<file path="src/rtl/tlb_perm_pkg.sv">
// Shared types for the translation buffer: permission bits of a stored
// entry and the rule that decides whether an access is allowed.
package tlb_perm_pkg;

    // Permission bits kept with each stored entry.
    typedef struct packed {
        logic rd;   // page may be read
        logic wr;   // page may be written
        logic sup;  // page is for supervisor mode only
    } perm_t;

    // True when an access of the given kind and privilege is allowed.
    function automatic logic perm_allows(perm_t p, logic is_write, logic is_user);
        logic kind_ok;
        kind_ok = is_write ? p.wr : p.rd;
        return kind_ok && !(is_user && p.sup);
    endfunction

endpackage

</file>
<file path="src/rtl/tlb_store.sv">
// Entry storage: valid bits, page numbers and permissions for N slots.
// Assumes the caller writes at most one slot per cycle. Flush overrides
// any write presented in the same cycle.
module tlb_store
    import tlb_perm_pkg::*;
#(
    parameter int N     = 8,
    parameter int VPN_W = 20,
    parameter int PPN_W = 20,
    localparam int IDX_W = (N > 1) ? $clog2(N) : 1
) (
    input  logic                      clk,
    input  logic                      rst_n,
    input  logic                      flush,
    input  logic                      wr_en,
    input  logic [IDX_W-1:0]          wr_idx,
    input  logic [VPN_W-1:0]          wr_vpn,
    input  logic [PPN_W-1:0]          wr_ppn,
    input  perm_t                     wr_perm,
    output logic [N-1:0]              valid_vec,
    output logic [N-1:0][VPN_W-1:0]   vpn_arr,
    output logic [N-1:0][PPN_W-1:0]   ppn_arr,
    output perm_t [N-1:0]             perm_arr
);

    genvar g;
    generate
        for (g = 0; g < N; g++) begin : g_slot
            // Valid bit of one slot: cleared by reset or flush, set when written.
            always_ff @(posedge clk) begin
                if (!rst_n || flush) begin
                    valid_vec[g] <= 1'b0;
                end else if (wr_en && (wr_idx == IDX_W'(g))) begin
                    valid_vec[g] <= 1'b1;
                end
            end

            // Payload of one slot: loaded on a write, no reset needed.
            always_ff @(posedge clk) begin
                if (wr_en && !flush && (wr_idx == IDX_W'(g))) begin
                    vpn_arr[g]  <= wr_vpn;
                    ppn_arr[g]  <= wr_ppn;
                    perm_arr[g] <= wr_perm;
                end
            end
        end
    endgenerate

endmodule

</file>
<file path="src/rtl/tlb_cam.sv">
// Parallel page number compare against all valid slots. Returns whether
// any slot matched and the index of the matching slot. Assumes there is
// at most one match; if there were more, the lowest index would win.
module tlb_cam #(
    parameter int N     = 8,
    parameter int VPN_W = 20,
    localparam int IDX_W = (N > 1) ? $clog2(N) : 1
) (
    input  logic [N-1:0]             valid_vec,
    input  logic [N-1:0][VPN_W-1:0]  vpn_arr,
    input  logic [VPN_W-1:0]         key,
    output logic                     found,
    output logic [IDX_W-1:0]         idx
);

    logic [N-1:0] match;

    genvar g;
    generate
        for (g = 0; g < N; g++) begin : g_cmp
            assign match[g] = valid_vec[g] && (vpn_arr[g] == key);
        end
    endgenerate

    // Priority encode the match vector, lowest index first.
    always_comb begin
        idx = '0;
        for (int i = N - 1; i >= 0; i--) begin
            if (match[i]) idx = IDX_W'(i);
        end
    end

    assign found = |match;

endmodule

</file>
<file path="src/rtl/tlb_victim.sv">
// Slot choice for a refill: the lowest empty slot if there is one,
// otherwise the round-robin pointer. The pointer moves only when a refill
// is accepted while every slot is full. Flush returns it to 0.
module tlb_victim #(
    parameter int N = 8,
    localparam int IDX_W = (N > 1) ? $clog2(N) : 1
) (
    input  logic              clk,
    input  logic              rst_n,
    input  logic              flush,
    input  logic              alloc,
    input  logic [N-1:0]      valid_vec,
    output logic [IDX_W-1:0]  victim_idx
);

    logic [IDX_W-1:0] rr_ptr;
    logic [IDX_W-1:0] free_idx;
    logic             any_free;

    // Find the lowest empty slot.
    always_comb begin
        free_idx = '0;
        any_free = 1'b0;
        for (int i = N - 1; i >= 0; i--) begin
            if (!valid_vec[i]) begin
                free_idx = IDX_W'(i);
                any_free = 1'b1;
            end
        end
    end

    assign victim_idx = any_free ? free_idx : rr_ptr;

    // Round-robin pointer: advance after each replacement into a full buffer.
    always_ff @(posedge clk) begin
        if (!rst_n || flush) begin
            rr_ptr <= '0;
        end else if (alloc && !any_free) begin
            rr_ptr <= (rr_ptr == IDX_W'(N - 1)) ? '0 : rr_ptr + 1'b1;
        end
    end

endmodule

</file>
<file path="src/rtl/tlb_perm.sv">
// Fully associative translation buffer with permission checking.
// Lookup is combinational: hit, miss, prot_fault and paddr follow the
// lookup inputs in the same cycle. Refill and flush take effect at the
// clock edge. A refill whose page number is already stored is dropped, so
// the lookup compare never sees two matches.
module tlb_perm
    import tlb_perm_pkg::*;
#(
    parameter int ENTRIES = 8,
    parameter int VA_W    = 32,
    parameter int OFS_W   = 12,
    parameter int PPN_W   = 20,
    localparam int VPN_W  = VA_W - OFS_W,
    localparam int PA_W   = PPN_W + OFS_W,
    localparam int IDX_W  = (ENTRIES > 1) ? $clog2(ENTRIES) : 1
) (
    input  logic              clk,
    input  logic              rst_n,
    input  logic              lk_valid,
    input  logic [VA_W-1:0]   lk_vaddr,
    input  logic              lk_write,
    input  logic              lk_user,
    input  logic              rf_valid,
    input  logic [VPN_W-1:0]  rf_vpn,
    input  logic [PPN_W-1:0]  rf_ppn,
    input  logic              rf_rd,
    input  logic              rf_wr,
    input  logic              rf_sup,
    input  logic              flush,
    output logic              hit,
    output logic              miss,
    output logic              prot_fault,
    output logic [PA_W-1:0]   paddr
);

    logic [ENTRIES-1:0]             valid_vec;
    logic [ENTRIES-1:0][VPN_W-1:0]  vpn_arr;
    logic [ENTRIES-1:0][PPN_W-1:0]  ppn_arr;
    perm_t [ENTRIES-1:0]            perm_arr;

    logic              lk_found;
    logic [IDX_W-1:0]  lk_idx;
    logic              rf_dup;
    logic [IDX_W-1:0]  rf_dup_idx;
    logic [IDX_W-1:0]  victim_idx;
    logic              rf_accept;
    perm_t             rf_perm;
    perm_t             sel_perm;
    logic [PPN_W-1:0]  sel_ppn;
    logic              access_ok;

    assign rf_perm   = '{rd: rf_rd, wr: rf_wr, sup: rf_sup};
    assign rf_accept = rf_valid && !flush && !rf_dup;

    tlb_store #(.N(ENTRIES), .VPN_W(VPN_W), .PPN_W(PPN_W)) u_store (
        .clk       (clk),
        .rst_n     (rst_n),
        .flush     (flush),
        .wr_en     (rf_accept),
        .wr_idx    (victim_idx),
        .wr_vpn    (rf_vpn),
        .wr_ppn    (rf_ppn),
        .wr_perm   (rf_perm),
        .valid_vec (valid_vec),
        .vpn_arr   (vpn_arr),
        .ppn_arr   (ppn_arr),
        .perm_arr  (perm_arr)
    );

    tlb_cam #(.N(ENTRIES), .VPN_W(VPN_W)) u_cam_lookup (
        .valid_vec (valid_vec),
        .vpn_arr   (vpn_arr),
        .key       (lk_vaddr[VA_W-1:OFS_W]),
        .found     (lk_found),
        .idx       (lk_idx)
    );

    tlb_cam #(.N(ENTRIES), .VPN_W(VPN_W)) u_cam_refill (
        .valid_vec (valid_vec),
        .vpn_arr   (vpn_arr),
        .key       (rf_vpn),
        .found     (rf_dup),
        .idx       (rf_dup_idx)
    );

    tlb_victim #(.N(ENTRIES)) u_victim (
        .clk        (clk),
        .rst_n      (rst_n),
        .flush      (flush),
        .alloc      (rf_accept),
        .valid_vec  (valid_vec),
        .victim_idx (victim_idx)
    );

    // Select the fields of the matching slot.
    always_comb begin
        sel_perm = perm_arr[lk_idx];
        sel_ppn  = ppn_arr[lk_idx];
    end

    assign access_ok = perm_allows(sel_perm, lk_write, lk_user);

    // Lookup outcome; the address is driven only on an allowed hit.
    always_comb begin
        hit        = lk_valid && lk_found && access_ok;
        miss       = lk_valid && !lk_found;
        prot_fault = lk_valid && lk_found && !access_ok;
        paddr      = hit ? {sel_ppn, lk_vaddr[OFS_W-1:0]} : '0;
    end

    // The refill-side match index is only needed as a presence flag.
    logic unused_dup_idx;
    assign unused_dup_idx = ^rf_dup_idx;

endmodule

</file>
<file path="config.mk">
export PLATFORM = sky130hd
export DESIGN_NAME = tlb_perm
export DESIGN_NICKNAME = d
export VERILOG_FILES = /design/src/rtl/tlb_perm_pkg.sv /design/src/rtl/tlb_store.sv /design/src/rtl/tlb_cam.sv /design/src/rtl/tlb_victim.sv /design/src/rtl/tlb_perm.sv
export SDC_FILE = /design/constraint.sdc
export NUM_CORES = 1
export LEC_CHECK = 0
export CAP_MARGIN = 20
export CORE_UTILIZATION = 60
export DETAILED_ROUTE_END_ITERATION = 6
export PLACE_DENSITY = 0.81
export SLEW_MARGIN = 20
export SYNTH_ARGS = -nofsm -noshare
export SYNTH_HDL_FRONTEND = slang
export SYNTH_SLANG_ARGS = --single-unit
</file>
<file path="constraint.sdc">
create_clock -name clk -period 16.67 [get_ports clk]
set_clock_uncertainty 0.15 [all_clocks]
set_input_delay 5.001 -clock clk [delete_from_list [all_inputs] [get_ports clk]]
set_output_delay 5.001 -clock clk [all_outputs]
set_load 0.05 [all_outputs]
</file>
======== Yosys cells after proc, flatten, opt, wreduce, memory -nomap -nowiden ========
Cells that the tools add are included.
cells by class
  equality and inequality tests ........... 24
  magnitude comparators ................... 1
  add/sub/neg operators ................... 1
  reduce and logical (&&, ||, !) cells .... 53
  multiplexer cells ....................... 32
operators by type and width
  kind                 count
  $eq 20x20->1         16
  $bmux 20 s3          1
  $mux 3               19
  $logic_and 1x1->1    42
  $mux 32              1
  $mux 20              1
  $reduce_or 8->1      2
  $eq 3x3->1 const B   5
  $bmux 3 s3           1
  $mux 1               9
  $logic_not 1->1      7
  $eq 3x2->1 const B   2
  $lt 3x4->1 const B   1
  $add 3x1->3 const B  1
  $eq 3x1->1 const B   1
  $logic_not 3->1      1
  $logic_or 1x1->1     1
storage, ports and cells
  bits of input ports ..................... 82
  logic and storage cells ................. 160
  output and inout port bits .............. 35
  flip-flop bits (word level) ............. 355

======== Logic depth before layout (Yosys ltp) ========
Gate-level depths: netlist of the first run.
  depth in word-level cells ............... 17
  depth in mapped cells ................... 14
  gate-level depth less buffers ........... 10

======== Cells and area by module ========
From an unflattened synthesis of the first run, not the netlist that was laid out.
second synthesis, totals
  cells, all modules ...................... 1081
  area total of the unflattened synthesis .. 16776.1 µm²
by module, submodules not included
  module      area each (µm²)  cells each  times used  seq. area each (µm²)
  tlb_store   10750.3          394         1           10490.1
  tlb_cam     1978.1           248         2           0.0
  tlb_perm    1828.0           159         1           0.0
  tlb_victim  241.5            32          1           60.1

======== Worst setup path after synthesis of the first run ========
No wires, ideal clock.
  path kind ............................... input -> output
  start ................................... input lk_vaddr[25]
  end ..................................... output paddr[12]
  cell stages on the path ................. 12
  arrival time ............................ 9.057 ns
  data required time ...................... 11.519 ns
  slack ................................... 2.462 ns
  path buffers ............................ 2
  cells stage by stage .................... buf_4 > xor2_1 > nor4_2 > nand2_1 > or4_4 > and2_4 > and3_4 > buf_6 > or4_4 > nor4_4 > a311oi_2 > nor4_1
on the way
  cells in the longest elaborated chain, start to end .. 17
  elaborated cells between the ends (all ways) .. 36
  classes of those cells .................. eq/ne (8); mux (14); reduce/logical (14)
ends and longest elaborated chain
  what                          line                source
  start: declaration            tlb_perm.sv:20      input logic [VA_W-1:0] lk_vaddr,
  $eq 20x20->1                  tlb_cam.sv:21       assign match[g] = valid_vec[g] && (vpn_arr[g] == key);
  $logic_and 1x1->1             tlb_cam.sv:21
  $mux 3 (8 in series)          tlb_cam.sv:29       if (match[i]) idx = IDX_W'(i);
  $bmux 3 s3                    tlb_perm.sv:97      sel_perm = perm_arr[lk_idx];
  $mux 3 (not written as such)  tlb_perm.sv:97
  $logic_and 1x1->1             tlb_perm_pkg.sv:16  return kind_ok && !(is_user && p.sup);
  $logic_not 1->1               tlb_perm_pkg.sv:16
  $logic_and 1x1->1             tlb_perm_pkg.sv:16
  $logic_and 1x1->1             tlb_perm.sv:105     hit = lk_valid && lk_found && access_ok;
  $mux 32 *                     tlb_perm.sv:108     paddr = hit ? {sel_ppn, lk_vaddr[OFS_W-1:0]} : '0;
  end: declaration              tlb_perm.sv:33      output logic [PA_W-1:0] paddr
Every way passes the cells marked *; elsewhere a longest branch is shown, timed or not. The select of a mux whose other input is x is not followed.

======== Worst setup path in the final report of the first run ========
  start ................................... input lk_vaddr[17]
  end ..................................... output paddr[13]
Same word-level chain as after synthesis.

==> key figures, run 1 <==
Outcome
  • Outcome: finished, final reports clean

STA
  • Worst-margin pin slew: between 0.9 and 1 ns
  • Final slew viol count: 0
  • Total negative slack: 0 ns
  • RSZ-0062 raised after global routing: no
  • Maximum clock frequency: about 0.064 GHz
  • Hold Fails Final Rpt: 0
  • Period utilization: 93.83%
  • Endpoints failing setup: 0
  • Final min period: 15.64 ns
  • Slew Limit Headroom: a little over a third

Drt
  • 1st-pass router iterations: 7
  • WL per Instance: 27.73 um
  • Via Count: around 11000
  • Post-route DRC: 0
  • Drt first-iter violations: ~1400
  • DRT antenna net count: 0
  • Routed wire length: ~49000 um
  • Vias/cell: 6.303

Layout
  • Final net count: between 1000 and 1500
  • Footprint of the multi-input gates: 0.006410 mm2
  • Synthesis-to-layout area growth: 16.40%
  • Non-Filler Instances: 1776
  • FF+latch area: roughly 0.011 mm2
  • # fillers: ~1900
  • Commonest non-fill, non-tap cells in the layout: edfxtp_1 (344), xnor2_1 (214), clkdlybuf4s50_1 (116)
  • Most common cell after layout, fill and taps aside: edfxtp_1
  • Layout cells sized above 1: 9.247%

Global route
  • Vias in the first global route: 10722
  • First-pass GRT wire length: 70940 um
  • Largest net degree at the start of global routing: approximately 80
  • Initial antenna violation count: 2
  • Grt total ovfl: 0
  • Total global-route track usage: 34.34%

Pwr
  • Sequential share of power: 50.2%
  • Clock Power Share: 42.9%
  • Power Dens Cells: 97.99 mW/mm2
  • Switch share: 21.54%
  • Psw: 0.0004241 W
  • IR Drop Worst-Case VDD: about 0.000086 V
  • Internal power: 0.001545 W
  • Comb power frac: 6.9%
  • Leak: 6.782 nW

Synth
  • Library cells used by synthesis: 55
  • Top FF cell, synth: edfxtp_1
  • Post-synthesis average cell area: between 10 and 15 um2
  • Async SR Flop Fraction: 0%
  • Number of synthesized register bits: between 300 and 400
  • Cell count after synthesis: 1257
  • Syn_nets: 1341
  • Number of enable flip-flop cells after synthesis: 344
  • Post-synthesis sequential area ratio: around three fifths
  • Syn. warnings: 0
  • Post-synthesis cell area: 0.01727 mm2

Job
  • Max Cap Violations: 0

Floorplan
  • Num rows: 61
  • IO Pins: 117
  • Core area: around 0.028 mm2
  • Die area: between 0.02 and 0.03 mm2
  • DIE WIDTH: 171.6 um
  • Initial Utilization: 61.64%
  • Die Span Y: 171.6 um

Placed design
  • Inst Count DP: 1708
  • Post-detail-place hpwl: 33080 um
  • RD Place Congestion: 1.019
  • Input/output buffers: approximately 120

Clock network
  • CTS Hold Bufs: 0
  • # resized after CTS: 0
  • Clk buf depth: 3
  • Clock root cell: clkbuf_16
  • CTS Buf Count: 38
  • CTS tree: yes
  • Clk sinks: between 300 and 400
  • Worst skew pair latency: 0.52 ns
  • Worst-path clk slew: roughly 0.060 ns
  • CTS H-tree depth: 2
  • Post-CTS setup buffer count: 0

Worst setup path
  • Crit path max-delay cell type: clkdlybuf4s50_1
  • CP peak stage delay: between 0.7 and 0.8 ns
  • Setup CP Type: in2out
  • CP required: between 10 and 15 ns
  • CP endpoint kind: output port
  • CP max FO: 22
  • Setup crit start kind: input pin
  • CP Data Arrival Time: about 10 ns
  • Worst-path cell chain: clkdlybuf4s50_1 -> xnor2_1 -> nand4_1 -> nor4_1 -> nand4_1 -> o211ai_1 -> a21oi_1 -> a211oi_2 -> mux2i_1 -> a311oi_4 -> buf_4 -> nor4_1 -> clkdlybuf4s50_1

Hold path
  • Hold Crit Class: reg2reg
layer usage:
metal	routed length [um]	GRT usage (%)
met3	5717	9.664
met5	0	0
met4	1137	9.627
met1	20980	50.38
met2	21420	49.90
flip-flops by register name, summed over array words and instances (netlist names):
signal,count
u_store.vpn_arr,160
u_store.perm_arr,24
u_store.valid_vec,8
u_store.ppn_arr,160
u_victim.rr_ptr,3
power by group through the flow:
| stage | combinational (W) | sequential [W] | clock [W] |
|---|---|---|---|
| floorplan | 0.0000709 | 0.00101 | 0 |
| global route | 0.000142 | 0.000988 | 0.000884 |
| CTS | 0.000134 | 0.000988 | 0.000852 |
| global placement | 0.000133 | 0.00101 | 0 |
| detailed placement | 0.000133 | 0.00101 | 0 |
| finish | 0.000137 | 0.000988 | 0.000845 |
Yosys cell counts, types with 3 or more instances:
master | count | area share [%]
edfxtp_1 | 344 | 60
xnor2_1 | 214 | 11
mux2i_1 | 110 | 6.4
xor2_1 | 106 | 5.4
nand4_1 | 78 | 2.8
nor2_1 | 68 | 1.5
nor4_1 | 53 | 1.9
clkbuf_1 | 38 | 0.83
nand3_1 | 30 | 0.87
nor3_1 | 24 | 0.70
nor3b_1 | 20 | 0.87
buf_2 | 19 | 0.55
nand2_1 | 16 | 0.35
nor4_2 | 16 | 1.2
dfxtp_1 | 11 | 1.3
buf_1 | 10 | 0.22
o21a_1 | 10 | 0.43
and2_1 | 9 | 0.33
or2_2 | 7 | 0.25
inv_1 | 5 | 0.11
o21ai_0 | 5 | 0.14
a211oi_1 | 4 | 0.17
and3_1 | 4 | 0.14
and4b_1 | 4 | 0.23
buf_6 | 4 | 0.26
nand4b_1 | 4 | 0.20
o211ai_1 | 4 | 0.17
a2bb2oi_1 | 3 | 0.15
and4_1 | 3 | 0.15
nand2b_1 | 3 | 0.11
nor2b_1 | 3 | 0.11
stage by stage:
stage	setup slack, ns	hold slack [ns]	utilization, %	total power (W)	instance area (um2)
floorplan	2.462	0.3376	-	0.001077	17270
global placement	1.255	0.3748	67.27	0.001140	18840
detailed placement	1.173	0.3899	67.27	0.001140	18840
CTS	1.158	0.4090	71.72	0.001974	20090
global route	0.7604	0.4508	71.72	0.002015	20090
finish	1.028	0.4075	71.75	0.001969	20100
final timing paths:
path / startpoint / endpoint / slack (ns) / cells past startpoint
worst max-delay path: lk_vaddr[17] / paddr[13] / 1.03 / 13
worst min register to register: u_victim.rr_ptr[2] / u_victim.rr_ptr[2] / 0.41 / 2
worst min-delay path: u_victim.rr_ptr[2] / u_victim.rr_ptr[2] / 0.41 / 2
worst max register to register: u_store.vpn_arr[105] / u_store.ppn_arr[83] / 12.09 / 10
kinds of logic after synthesis:
family	Yosys count	share of synthesized area, %
adder cells (fa/ha/maj)	2	0.1449
buffers and inverters	77	2.007
AO/OA/AOI/OAI	40	1.768
multiplexers	111	6.443
flip-flops	355	61.11
XOR/XNOR	320	16.23
AND/OR/NAND/NOR	352	12.30
area by class of cell:
class	instances	area share, %
flip-flops and latches	355	52.50
multi-input cells	825	31.90
repair buffers	145	6.923
clock buffers	44	4.999
well taps	378	2.353
clock inverters	21	1.202
inverters	5	0.09339
diodes	3	0.03736
worst max-delay path: cells and delay by family:
family                    cells  cell delay (ns)
AOI/OAI and AO/OA             4             1.70
xor gates and xnor gates      1             0.69
buffers and inverters         3             1.93
muxes                         1             0.19
and+or+nand+nor               4             0.94
Power figures use the tool's default switching activity.
==> inputs of run 2 (changes only) <==
--- a/config.mk
+++ b/config.mk
@@ -6,9 +6,9 @@
 export NUM_CORES = 1
 export LEC_CHECK = 0
 export CAP_MARGIN = 20
-export CORE_UTILIZATION = 60
+export CORE_UTILIZATION = 59
 export DETAILED_ROUTE_END_ITERATION = 6
-export PLACE_DENSITY = 0.81
+export PLACE_DENSITY = 0.8
 export SLEW_MARGIN = 20
 export SYNTH_ARGS = -nofsm -noshare
 export SYNTH_HDL_FRONTEND = slang
==> constraint.sdc (replaced) <==
create_clock -name clk -period 16.5 [get_ports clk]
set_clock_uncertainty 0.15 [all_clocks]
set_input_delay 4.95 -clock clk [delete_from_list [all_inputs] [get_ports clk]]
set_output_delay 4.95 -clock clk [all_outputs]
set_load 0.05 [all_outputs]
==> key figures, run 2 (same netlist as run 1, synthesis figures left out) <==
Outcome
  • Outcome: finished, final reports clean

Placed design
  • Inst Count DP: 1714 (+0.35%)
  • Setup WS pre-CTS: 1.026 ns (-0.1462 ns)
  • RD Place Congestion: 0.9911 (-2.7%)
  • Post-detail-place hpwl: 35230 um (+6.5%)
  • Input/output buffers: 116 (unchanged)

Pwr
  • Internal power: 0.001556 W (+0.68%)
  • Power Dens Cells: 99.39 mW/mm2 (+1.4%)
  • Clock Power Share: 43.1% (+0.2 points)
  • Leak: 6.789 nW (about the same)
  • IR Drop Worst-Case VDD: 0.00009243 V (+7.9%)
  • Switch share: 22.18% (+0.64 points)
  • Comb power frac: 7.0% (about the same)
  • Sequential share of power: 50.0% (-0.2 points)
  • Psw: 0.0004434 W (+4.5%)

STA
  • Maximum clock frequency: 0.06388 GHz
  • Endpoints failing setup: 0 (unchanged)
  • Final slew viol count: 0 (unchanged)
  • Period utilization: 94.87%
  • RSZ-0062 raised after global routing: no
  • Slew Limit Headroom: 24.57% (-11 points)
  • Worst-margin pin slew: 1.121 ns (+0.1603 ns)
  • Final min period: 15.65 ns
  • Worst setup slack after layout: 0.8465 ns (-0.1816 ns)
  • Total negative slack: 0 ns (unchanged)
  • Hold Fails Final Rpt: 0 (unchanged)

Floorplan
  • Num rows: 62 (+1.6%)
  • DIE WIDTH: 173.1 um (+0.83%)
  • Initial Utilization: 59.99% (-1.6 points)
  • Core area: 0.02878 mm2 (+2.7%)
  • Die Span Y: 173.1 um (+0.83%)
  • IO Pins: 117 (unchanged)
  • Die area: 0.02995 mm2 (+1.7%)

Worst setup path
  • CP Data Arrival Time: 10.55 ns (+0.06 ns)
  • Setup crit start kind: input pin
  • CP endpoint kind: output port
  • Setup CP Type: in2out
  • CP required: 11.40 ns (-0.12 ns)
  • Reg2reg path depth: 10 (unchanged)
  • CP max FO: 23 (+4.5%)

Drt
  • DRT antenna net count: 0 (unchanged)
  • Via Count: 11213 (+0.17%)
  • Routed wire length: 50780 um (+3.1%)
  • Vias/cell: 6.282 (-0.34%)
  • Drt first-iter violations: 1254 (-11%)
  • Post-route DRC: 0 (unchanged)
  • WL per Instance: 28.45 um (+2.6%)
  • 1st-pass router iterations: 6 (-1)

Global route
  • Total global-route track usage: 34.38% (+0.043 points)
  • Initial antenna violation count: 1 (-1)
  • Vias in the first global route: 11052 (+3.1%)
  • Grt total ovfl: 0 (unchanged)
  • Largest net degree at the start of global routing: 49 (-40%)
  • First-pass GRT wire length: 73970 um (+4.3%)

Hold path
  • Hold Crit Class: reg2reg
  • Worst hold stages: 2 (unchanged)

Layout
  • Largest regs: u_store.ppn_arr x160, u_store.vpn_arr x160, u_store.perm_arr x24
  • Layout cells sized above 1: 9.357% (+0.11 points)
  • Most common cell after layout, fill and taps aside: edfxtp_1
  • Final net count: 1454 (unchanged)
  • Synthesis-to-layout area growth: 16.49% (about the same)
  • Non-Filler Instances: 1785 (+0.51%)
  • Commonest non-fill, non-tap cells in the layout: edfxtp_1 (344), xnor2_1 (214), clkdlybuf4s50_1 (116)

Clock network
  • CTS Buf Count: 38 (unchanged)
  • Clock root cell: clkbuf_16
  • CTS H-tree depth: 2 (unchanged)
  • Worst-path clk slew: 0.06 ns (about the same)
  • Worst skew pair latency: 0.53 ns (about the same)
  • Clk buf depth: 3 (unchanged)
  • Post-CTS setup buffer count: 0 (unchanged)
  • # resized after CTS: 0 (unchanged)
  • CTS Hold Bufs: 0 (unchanged)
  • CTS tree: yes
  • Clk sinks: 355 (unchanged)

Job
  • Max Cap Violations: 0 (unchanged)
==> run 2: per-layer routing <==
layer | up-vias | part of all wire, % | routed length, um | global-route usage, %
li1 | 4917 | - | - | -
met1 | 5568 | 42 | 21360 | 49.36
met2 | 640 | 44 | 22360 | 51.04
met3 | 88 | 11 | 5761 | 10.42
met4 | 0 | 2.5 | 1293 | 9.255
met5 | - | 0 | 0 | 0
==> run 2: layout make-up <==
type                       instances  area, um2
sequential                       355      10550
fill                            1987       8667
multi-input combinational        825       6416
timing repair buffer             145       1379
clock buffer                      46       1022
tap                              384      480.5
clock inverter                    24      244.0
inverter                           5      18.77
antenna                            1      2.502
==> run 2: final timing paths <==
check / startpoint / endpoint / slack, ns
max: lk_vaddr[15] / paddr[13] / 0.85
min: u_victim.rr_ptr[2] / u_victim.rr_ptr[2] / 0.39
max reg2reg: u_store.vpn_arr[89] / u_store.ppn_arr[144] / 12.30
min reg2reg: u_victim.rr_ptr[2] / u_victim.rr_ptr[2] / 0.39
==> run 2: stage by stage <==
| step | hold slack [ns] | util, % | total power, W | cell area, um2 |
|---|---|---|---|---|
| after CTS | 0.4007 | 69.85 | 0.002003 | 20100 |
| after floorplan | 0.3376 | - | 0.001088 | 17270 |
| after detailed placement | 0.3864 | 65.46 | 0.001153 | 18840 |
| final | 0.3930 | 69.89 | 0.001999 | 20110 |
| after global placement | 0.3765 | 65.46 | 0.001153 | 18840 |
| after global routing | 0.4271 | 69.88 | 0.002049 | 20110 |
==> run 2: critical path, stage by stage <==
cell             delay (ns)
clkdlybuf4s50_1        0.83
xnor2_1                0.68
nand3_1                0.14
nor4_1                 0.40
nand4_1                0.36
and2_0                 0.39
and3_4                 0.33
or4_4                  0.58
nor4_4                 0.20
a311oi_4               0.08
buf_4                  0.26
nor4_1                 0.39
clkdlybuf4s50_1        0.90
==> run 2: power groups by stage <==
stage | Sequential [W] | Clock (W) | Combinational, W
2_1_floorplan | 0.00102 | 0 | 0.0000716
3_3_place_gp | 0.00102 | 0 | 0.000135
3_5_place_dp | 0.00102 | 0 | 0.000135
4_1_cts | 0.000999 | 0.000868 | 0.000136
5_1_grt | 0.000999 | 0.000905 | 0.000146
6_report | 0.000999 | 0.000861 | 0.000139
